`src/rtl/sccv_pkg.sv`:
```
// Shared types and constants for the serial interrupt vector arbiter.
// Assumes two channels, index 0 = channel A, index 1 = channel B.
package sccv_pkg;

    localparam int CH_N   = 2;
    localparam int VEC_W  = 8;
    localparam int MODE_W = 2;

    // Command field (bits 5:3 of the control byte)
    localparam logic [2:0] CMD_TX_CLR  = 3'b101;
    localparam logic [2:0] CMD_IUS_CLR = 3'b111;

    // Receive interrupt modes that request an interrupt
    localparam logic [MODE_W-1:0] RXM_FIRST = 2'b01;
    localparam logic [MODE_W-1:0] RXM_ALL   = 2'b10;

    typedef enum logic [2:0] {
        VK_NONE = 3'd0,
        VK_RXA  = 3'd1,
        VK_RXB  = 3'd2,
        VK_TXA  = 3'd3,
        VK_TXB  = 3'd4
    } vkind_e;

    function automatic vkind_e rx_kind(input logic ch);
        return ch ? VK_RXB : VK_RXA;
    endfunction

    function automatic vkind_e tx_kind(input logic ch);
        return ch ? VK_TXB : VK_TXA;
    endfunction

endpackage

```
`src/rtl/sccv_chan_req.sv`:
```
// Per-channel interrupt request term.
// Combines the enables with the pending flags and the break level.
// Assumes the pending flags are registered upstream.
module sccv_chan_req
    import sccv_pkg::*;
(
    input  logic              tx_ie,
    input  logic [MODE_W-1:0] rx_mode,
    input  logic              brk_ie,
    input  logic              brk_stat,
    input  logic              rx_pend,
    input  logic              tx_pend,
    output logic              req
);

    logic rx_mode_ok;

    // Receive requests only in the two interrupting modes
    always_comb begin
        rx_mode_ok = (rx_mode == RXM_FIRST) || (rx_mode == RXM_ALL);
    end

    // Any one of the three causes raises this channel's request
    always_comb begin
        req = (tx_ie && tx_pend) || (rx_mode_ok && rx_pend) || (brk_ie && brk_stat);
    end

endmodule

```
`src/rtl/sccv_vec_encode.sv`:
```
// Vector byte encoder: maps the stored source kind and the live
// status-high select onto the vector code. Pure combinational.
module sccv_vec_encode
    import sccv_pkg::*;
#(
    parameter int OUT_W = VEC_W
) (
    input  vkind_e           kind,
    input  logic             hi_sel,
    output logic [OUT_W-1:0] vec
);

    // Select the code table for the current encoding mode
    always_comb begin
        if (hi_sel) begin
            unique case (kind)
                VK_RXA:  vec = OUT_W'(8'h30);
                VK_RXB:  vec = OUT_W'(8'h20);
                VK_TXA:  vec = OUT_W'(8'h10);
                VK_TXB:  vec = OUT_W'(8'h00);
                default: vec = OUT_W'(8'h60);
            endcase
        end else begin
            unique case (kind)
                VK_RXA:  vec = OUT_W'(8'h0C);
                VK_RXB:  vec = OUT_W'(8'h04);
                VK_TXA:  vec = OUT_W'(8'h08);
                VK_TXB:  vec = OUT_W'(8'h00);
                default: vec = OUT_W'(8'h06);
            endcase
        end
    end

endmodule

```
`src/rtl/sccv_arbiter.sv`:
```
// Pending / in-service state and vector ownership for all channels.
// One update per clock: clears (A then B), then sets (A then B);
// the last vector load in that order wins. Assumes event inputs are
// single-cycle pulses synchronous to clk.
module sccv_arbiter
    import sccv_pkg::*;
#(
    parameter int NCH = CH_N
) (
    input  logic           clk,
    input  logic           rst_n,
    input  logic [NCH-1:0] rx_ev,
    input  logic [NCH-1:0] tx_ev,
    input  logic [NCH-1:0] rx_take,
    input  logic           cmd_valid,
    input  logic           cmd_chan,
    input  logic [7:0]     cmd_code,
    output logic [NCH-1:0] rx_pend,
    output logic [NCH-1:0] tx_pend,
    output vkind_e         kind
);

    logic [NCH-1:0] rxp_q, txp_q, rxs_q, txs_q;
    logic [NCH-1:0] rxp_n, txp_n, rxs_n, txs_n;
    logic [NCH-1:0] clr_rx, clr_tx;
    vkind_e         kind_q, kind_n;
    logic [2:0]     cmd_field;

    assign cmd_field = cmd_code[5:3];

    // Decode which sources each channel clears this cycle
    always_comb begin
        for (int c = 0; c < NCH; c++) begin
            clr_rx[c] = rx_take[c] ||
                        (cmd_valid && (cmd_chan == 1'(c)) &&
                         (cmd_field == CMD_IUS_CLR) && rxs_q[c]);
            clr_tx[c] = (cmd_valid && (cmd_chan == 1'(c)) &&
                         (cmd_field == CMD_TX_CLR)) ||
                        (cmd_valid && (cmd_chan == 1'(c)) &&
                         (cmd_field == CMD_IUS_CLR) && !rxs_q[c] && txs_q[c]);
        end
    end

    // Next-state: ordered clears, hand-over, then ordered sets
    always_comb begin
        rxp_n  = rxp_q;
        txp_n  = txp_q;
        rxs_n  = rxs_q;
        txs_n  = txs_q;
        kind_n = kind_q;
        for (int c = 0; c < NCH; c++) begin
            if (clr_rx[c]) begin
                rxp_n[c] = 1'b0;
                rxs_n[c] = 1'b0;
                kind_n   = VK_NONE;
                if (txp_n[c]) begin
                    txs_n[c] = 1'b1;
                    kind_n   = tx_kind(1'(c));
                end
            end
            if (clr_tx[c]) begin
                txp_n[c] = 1'b0;
                txs_n[c] = 1'b0;
                kind_n   = VK_NONE;
                if (rxp_n[c]) begin
                    rxs_n[c] = 1'b1;
                    kind_n   = rx_kind(1'(c));
                end
            end
        end
        for (int c = 0; c < NCH; c++) begin
            if (rx_ev[c]) begin
                rxp_n[c] = 1'b1;
                if (!txs_n[c]) begin
                    rxs_n[c] = 1'b1;
                    kind_n   = rx_kind(1'(c));
                end
            end
            if (tx_ev[c]) begin
                txp_n[c] = 1'b1;
                if (!rxs_n[c]) begin
                    txs_n[c] = 1'b1;
                    kind_n   = tx_kind(1'(c));
                end
            end
        end
    end

    // State register with synchronous active-low reset
    always_ff @(posedge clk) begin
        if (!rst_n) begin
            rxp_q  <= '0;
            txp_q  <= '0;
            rxs_q  <= '0;
            txs_q  <= '0;
            kind_q <= VK_NONE;
        end else begin
            rxp_q  <= rxp_n;
            txp_q  <= txp_n;
            rxs_q  <= rxs_n;
            txs_q  <= txs_n;
            kind_q <= kind_n;
        end
    end

    assign rx_pend = rxp_q;
    assign tx_pend = txp_q;
    assign kind    = kind_q;

    // Per-channel checks on the stored flags
    for (genvar g = 0; g < NCH; g++) begin : g_chk
        // one type in service per channel
        a_r5_ius_exclusive: assert property (@(posedge clk) disable iff (!rst_n)
            !(rxs_q[g] && txs_q[g]));
        // an in-service source is always pending
        a_r9_svc_implies_pend: assert property (@(posedge clk) disable iff (!rst_n)
            (rxs_q[g] |-> rxp_q[g]) and (txs_q[g] |-> txp_q[g]));
        // transmit clear command drops transmit pending
        a_r9_tx_clear: assert property (@(posedge clk) disable iff (!rst_n)
            (cmd_valid && (cmd_chan == 1'(g)) && (cmd_code[5:3] == CMD_TX_CLR) && !tx_ev[g])
            |=> !txp_q[g]);
        // receive event with no transmit pending takes service
        a_r4_rx_takes_svc: assert property (@(posedge clk) disable iff (!rst_n)
            (rx_ev[g] && !txp_q[g]) |=> (rxs_q[g] && rxp_q[g]));
    end

endmodule

```
`src/rtl/sccv_top.sv`:
```
// Serial interrupt vector arbiter top: state, per-channel request
// terms, vector encoding and pending-byte assembly.
// Assumes channel A is index 0 and channel B is index 1.
module sccv_top
    import sccv_pkg::*;
(
    input  logic        clk,
    input  logic        rst_n,
    input  logic        status_hi,
    input  logic [1:0]  tx_ie,
    input  logic [3:0]  rx_mode,
    input  logic [1:0]  brk_ie,
    input  logic [1:0]  brk_stat,
    input  logic [1:0]  rx_ev,
    input  logic [1:0]  tx_ev,
    input  logic [1:0]  rx_take,
    input  logic        cmd_valid,
    input  logic        cmd_chan,
    input  logic [7:0]  cmd_code,
    output logic        irq,
    output logic [7:0]  vector,
    output logic [7:0]  pend_bits
);

    logic [CH_N-1:0] rx_pend, tx_pend, ch_req;
    vkind_e          kind;

    sccv_arbiter #(.NCH(CH_N)) u_arb (
        .clk       (clk),
        .rst_n     (rst_n),
        .rx_ev     (rx_ev),
        .tx_ev     (tx_ev),
        .rx_take   (rx_take),
        .cmd_valid (cmd_valid),
        .cmd_chan  (cmd_chan),
        .cmd_code  (cmd_code),
        .rx_pend   (rx_pend),
        .tx_pend   (tx_pend),
        .kind      (kind)
    );

    for (genvar g = 0; g < CH_N; g++) begin : g_req
        sccv_chan_req u_req (
            .tx_ie    (tx_ie[g]),
            .rx_mode  (rx_mode[g*MODE_W +: MODE_W]),
            .brk_ie   (brk_ie[g]),
            .brk_stat (brk_stat[g]),
            .rx_pend  (rx_pend[g]),
            .tx_pend  (tx_pend[g]),
            .req      (ch_req[g])
        );
        // an enabled transmit pending source must reach irq
        a_r1_tx_reaches_irq: assert property (@(posedge clk) disable iff (!rst_n)
            (tx_ie[g] && tx_pend[g]) |-> irq);
    end

    sccv_vec_encode #(.OUT_W(VEC_W)) u_enc (
        .kind   (kind),
        .hi_sel (status_hi),
        .vec    (vector)
    );

    // Combined request is the OR of all channel terms
    always_comb begin
        irq = |ch_req;
    end

    // Pending summary byte at fixed bit positions
    always_comb begin
        pend_bits = {2'b00, rx_pend[0], tx_pend[0], 1'b0, rx_pend[1], tx_pend[1], 1'b0};
    end

endmodule

```
`config.mk`:
```
export PLATFORM = sky130hd
export DESIGN_NAME = sccv_top
export DESIGN_NICKNAME = d
export VERILOG_FILES = /design/src/rtl/sccv_pkg.sv /design/src/rtl/sccv_chan_req.sv /design/src/rtl/sccv_vec_encode.sv /design/src/rtl/sccv_arbiter.sv /design/src/rtl/sccv_top.sv
export SDC_FILE = /design/constraint.sdc
export NUM_CORES = 1
export LEC_CHECK = 0
export CAP_MARGIN = 5
export CORE_ASPECT_RATIO = 2
export CORE_UTILIZATION = 25
export DETAILED_ROUTE_END_ITERATION = 8
export GPL_ROUTABILITY_DRIVEN = 0
export PLACE_DENSITY = 0.53
export SLEW_MARGIN = 20
export SYNTH_ARGS = -nofsm -noshare
export SYNTH_HDL_FRONTEND = slang
export SYNTH_HIERARCHICAL = 1
export SYNTH_SLANG_ARGS = --single-unit
```
`constraint.sdc`:
```
create_clock -name clk -period 2.36 [get_ports clk]
set_input_delay 0.472 -clock clk [delete_from_list [all_inputs] [get_ports clk]]
set_output_delay 0.472 -clock clk [all_outputs]
set_load 0.05 [all_outputs]
```
Word-level counts from Yosys, hierarchy flattened
Index checks and enable logic that the tools add are counted.
Word-level totals
  register bits after elaboration: 11
  output and inout port bits: 17
Operators by class
  eq/ne operators: 10
  multiplexer cells: 47
  bitwise logic cells: 1
  reduce and logical (&&, ||, !) cells: 33
Operators by type and width (count)
  2-to-1 mux 3 bit: 13
  2-to-1 mux 1 bit: 29
  case mux 7 bit (4 select lines): 1
  logical AND 1 bit: 18
  case mux 4 bit (4 select lines): 1
  logical OR 1 bit: 10
  == test 3 bit (second input constant): 3
  2-to-1 mux 8 bit: 1
  == test 3 x 2 -> 1 bit (second input constant): 2
  == test 2 x 1 -> 1 bit (second input constant): 2
  == test 2 bit (second input constant): 2
  2-to-1 mux 2 bit: 2
  nonzero test 2 bit: 2
  == test 3 x 1 -> 1 bit (second input constant): 1
  logical NOT 1 bit: 2
  OR reduction 2 bit: 1
  inverter 1 bit: 1

Longest topological paths before layout
  word-level depth: 18
  gate-level depth with buffers: 6

Hierarchy
The synthesis kept the hierarchy.
Modules (own cells, without submodules)
  sccv_arbiter: times used 1, cells an instance 80, area an instance 698.2 um^2
  sccv_vec_encode: times used 1, cells an instance 14, area an instance 86.3 um^2
  sccv_chan_req: times used 2, cells an instance 4, area an instance 25.0 um^2
  sccv_top: times used 1, cells an instance 6, area an instance 40.0 um^2

Worst setup path before layout
No wires, ideal clock.
  path type: register -> output
  from: reg u_arb.kind_q[2], in the netlist u_arb/kind[2]
  to: out vector[2]
  arrival: 1.740 ns
  data required time: 1.888 ns
  slack: 0.148 ns
  stages on the path, launching flop included: 3
  buffers on the path: 0
  cell sequence: dfxtp_1 -> nor2b_1 -> a221oi_1
On the way
  cells in the longest elaborated chain, start to end: 3
  elaborated cells between the ends (all ways): 6
  classes of those cells: 4 x eq/ne; 2 x mux
Ends and longest elaborated chain
  from (decl): RTL line sccv_arbiter.sv:26  | vkind_e kind_q, kind_n;
  from (signal assigned): RTL line sccv_arbiter.sv:102  | kind_q <= kind_n;
  == test 3 bit, or another cell as far along: RTL line sccv_vec_encode.sv:24  | unique case (kind)
  case mux 4 bit (4 select lines) *: RTL line sccv_vec_encode.sv:24
  2-to-1 mux 8 bit *: RTL line sccv_vec_encode.sv:15  | if (hi_sel) begin
  to (decl): RTL line sccv_top.sv:21  | output logic [7:0] vector,
Mark *: on every way between the ends. The rest lies on a longest branch, timed or not.

Final worst setup path
  from: in status_hi
  to: out vector[5]
On the way
  cells in the longest elaborated chain, start to end: 1
Ends and longest elaborated chain
  from (decl): RTL line sccv_top.sv:9  | input logic status_hi,
  2-to-1 mux 8 bit: RTL line sccv_vec_encode.sv:15
Every way passes these cells.

==> run metrics <==
status=finished with violations; failing checks=design-rule violations; # DRC=1; Max-cap violations=0; startpoint types=primary input; cell count after synthesis=108; WP data arrival=1660 ps; Post-Route WL=2.41 mm; clk_lat worst skew=240 ps; number of enable flip-flop cells after synthesis=0; FF-to-FF setup slack=750 ps; ys flop type=dfxtp_1; Hold Path Sink=u_arb/tx_pend[1]; Starting Density=0.259; area grow syn2layout=57.4%; Reg-to-Reg Start=u_arb/rxs_q[0]; Mapped Area=875 µm²; floorplan row count=30; crit path kind=in -> out; hold path start=u_arb/tx_pend[1]; CP Data Required Time=1890 ps; DPL Wire Length=1.97 mm; RSZ-0062 raised after global routing=no; H-tree levels=1; Via density=5.21; pin count of the biggest net entering global routing=11; die height=85.6 µm; Seq/Total Area, Yosys=0.252; CTS max path bufs=2; chip width=43.8 µm; root buf cell=clkbuf_8; fraction of layout cells with a size suffix above 1=0.173; Iteration-0 DRC Markers=19; total gr overflow=0; TritonRoute pass-1 iters=6; Peak VDD IR=0.000314 V; drt wl/cell=13.2 µm; initial antenna violation count=0; Fin Setup TNS=0 ps; Post-synth ARST share=0; clk sinks=11; fin crit period=2130 ps; crit-path max FO=4; clk_skew=7.64 ps; YS warnings=6; Seq cells post-synth=11; hold crit path type=reg -> reg; Hold Fails Final Rpt=0; Slew headroom=0.666; FF-to-FF End=u_arb/kind[0]; PwrDens=500 mW/mm²; Setup crit end kind=output port; Total GRT Usage=0.138; Final setup viols=0; hold_buf cts=0; Worst Reg-to-Reg Cells=6; total CTS buffers=3; port bufs=34; period utilization=0.902; Final Max Slew Viols=0; Post-CTS Setup Bufs=0; vias in the first global route=888; # nets final=180; P_leak=0.536 nW; core area=0.00338 mm²; ANT cells=0; syn_area_per_cell=8.10 µm²; Peak Freq=0.470 GHz; fin area=0.00138 mm²; routed vias=949; full die area=0.00375 mm²; Routed Antenna Nets=0; dpl cell area=0.00133 mm²; CTS resizes=0; clock slew at reported path FFs=40 ps; global-route wire length before repair=3.96 mm; CTS tree=yes; I/O Pins=46; hold depth=2; post-synth cell types=47; Layout fillers=358; Worst Tran Pin Value=500 ps
-- cell families after synthesis --
logic type / count (synthesis) / synth area share
multiplexers: 3 / 0.0358
flip-flops: 11 / 0.252
XOR/XNOR: 2 / 0.0200
AO/OA/AOI/OAI: 40 / 0.328
other: 2 / 0.00859
buffers and inverters: 16 / 0.0944
AND/OR/NAND/NOR: 34 / 0.262
-- metal layers --
layer / vias up / global-route usage / wire [µm]
met5: - / 0 / 0
met4: 0 / 0.0597 / 32
met3: 5 / 0.0274 / 84
met2: 22 / 0.248 / 1380
met1: 443 / 0.147 / 907
li1: 479 / - / -
-- critical path, cell delays in order --
cell and delay [ps]:
clkdlybuf4s50_1 530, inv_1 100, a221oi_1 360, buf_12 190
-- power by group --
| part | leakage [nW] | internal [W] | switching (W) |
|---|---|---|---|
| Combinational | 0.421 | 0.000130 | 0.000148 |
| Clock | 0.0228 | 0.000118 | 0.0000679 |
| Sequential | 0.0915 | 0.000202 | 0.0000216 |
-- worst max path at each step --
| stage | to | cells after the start | slack, ps | start |
|---|---|---|---|---|
| floorplan | vector[2] | 2 | 150 | u_arb/kind[2] |
| global placement | u_arb/kind[0] | 7 | 60 | cmd_chan |
| detailed placement | u_arb/kind[0] | 7 | 50 | cmd_chan |
| CTS | vector[5] | 4 | 220 | status_hi |
| global route | vector[4] | 4 | 130 | status_hi |
| finish | vector[5] | 4 | 230 | status_hi |
-- per-stage QoR --
| step | util | power [W] | hold slack [ps] | cells | worst slack (ps) |
|---|---|---|---|---|---|
| 4_1_cts | 0.407 | 0.000694 | 614 | 182 | 223 |
| 3_5_place_dp | 0.394 | 0.000506 | 603 | 178 | 52.0 |
| 6_report | 0.407 | 0.000688 | 599 | 182 | 232 |
| 2_1_floorplan | - | 0.000386 | 580 | 112 | 148 |
| 5_1_grt | 0.407 | 0.000730 | 663 | 182 | 134 |
| 3_3_place_gp | 0.394 | 0.000504 | 604 | 178 | 63.9 |
-- layout by cell type (no fill, tap or decap), types with 4 or more instances in the layout --
master,Yosys,routed
a21oi_1,8,8
buf_12,0,6
buf_4,6,8
clkdlybuf4s50_1,0,27
conb_1,2,6
dfxtp_1,11,11
inv_1,8,8
nand2b_1,4,4
nor2b_1,7,7
o21ai_0,4,4
o21ai_1,5,5
-- registers in the layout, summed over array words and instances (netlist names) --
| signal | count |
|---|---|
| u_arb/kind | 3 |
| u_arb/rx_pend | 2 |
| u_arb/rxs_q | 2 |
| u_arb/txs_q | 2 |
| u_arb/tx_pend | 2 |
-- Yosys cell counts (2+ instances only) --
cell	instances	share of area
o21ai_0	4	0.023
o21a_1	3	0.026
a22oi_1	2	0.017
o31a_1	2	0.020
inv_1	8	0.034
and2_1	2	0.014
nor3b_1	2	0.017
nand2_1	3	0.013
dfxtp_1	11	0.25
a221oi_1	2	0.020
buf_4	6	0.051
o2111ai_1	2	0.020
nand4_1	2	0.014
xnor2_1	2	0.020
conb_1	2	0.0086
a21oi_1	8	0.046
o21ai_1	5	0.029
nor2_1	3	0.013
mux2i_1	2	0.023
nand2b_1	4	0.029
nor2b_1	7	0.050
-- cell type report --
type / instances / area (µm²) / share of cell area
multi-input cells: 85 / 587 / 0.426
repair buffers: 41 / 450 / 0.327
flip-flops and latches: 11 / 220 / 0.160
clock buffers: 4 / 45.0 / 0.0327
well taps: 32 / 40.0 / 0.0291
inverters: 9 / 33.8 / 0.0245
(Power assumes the default switching activity.)
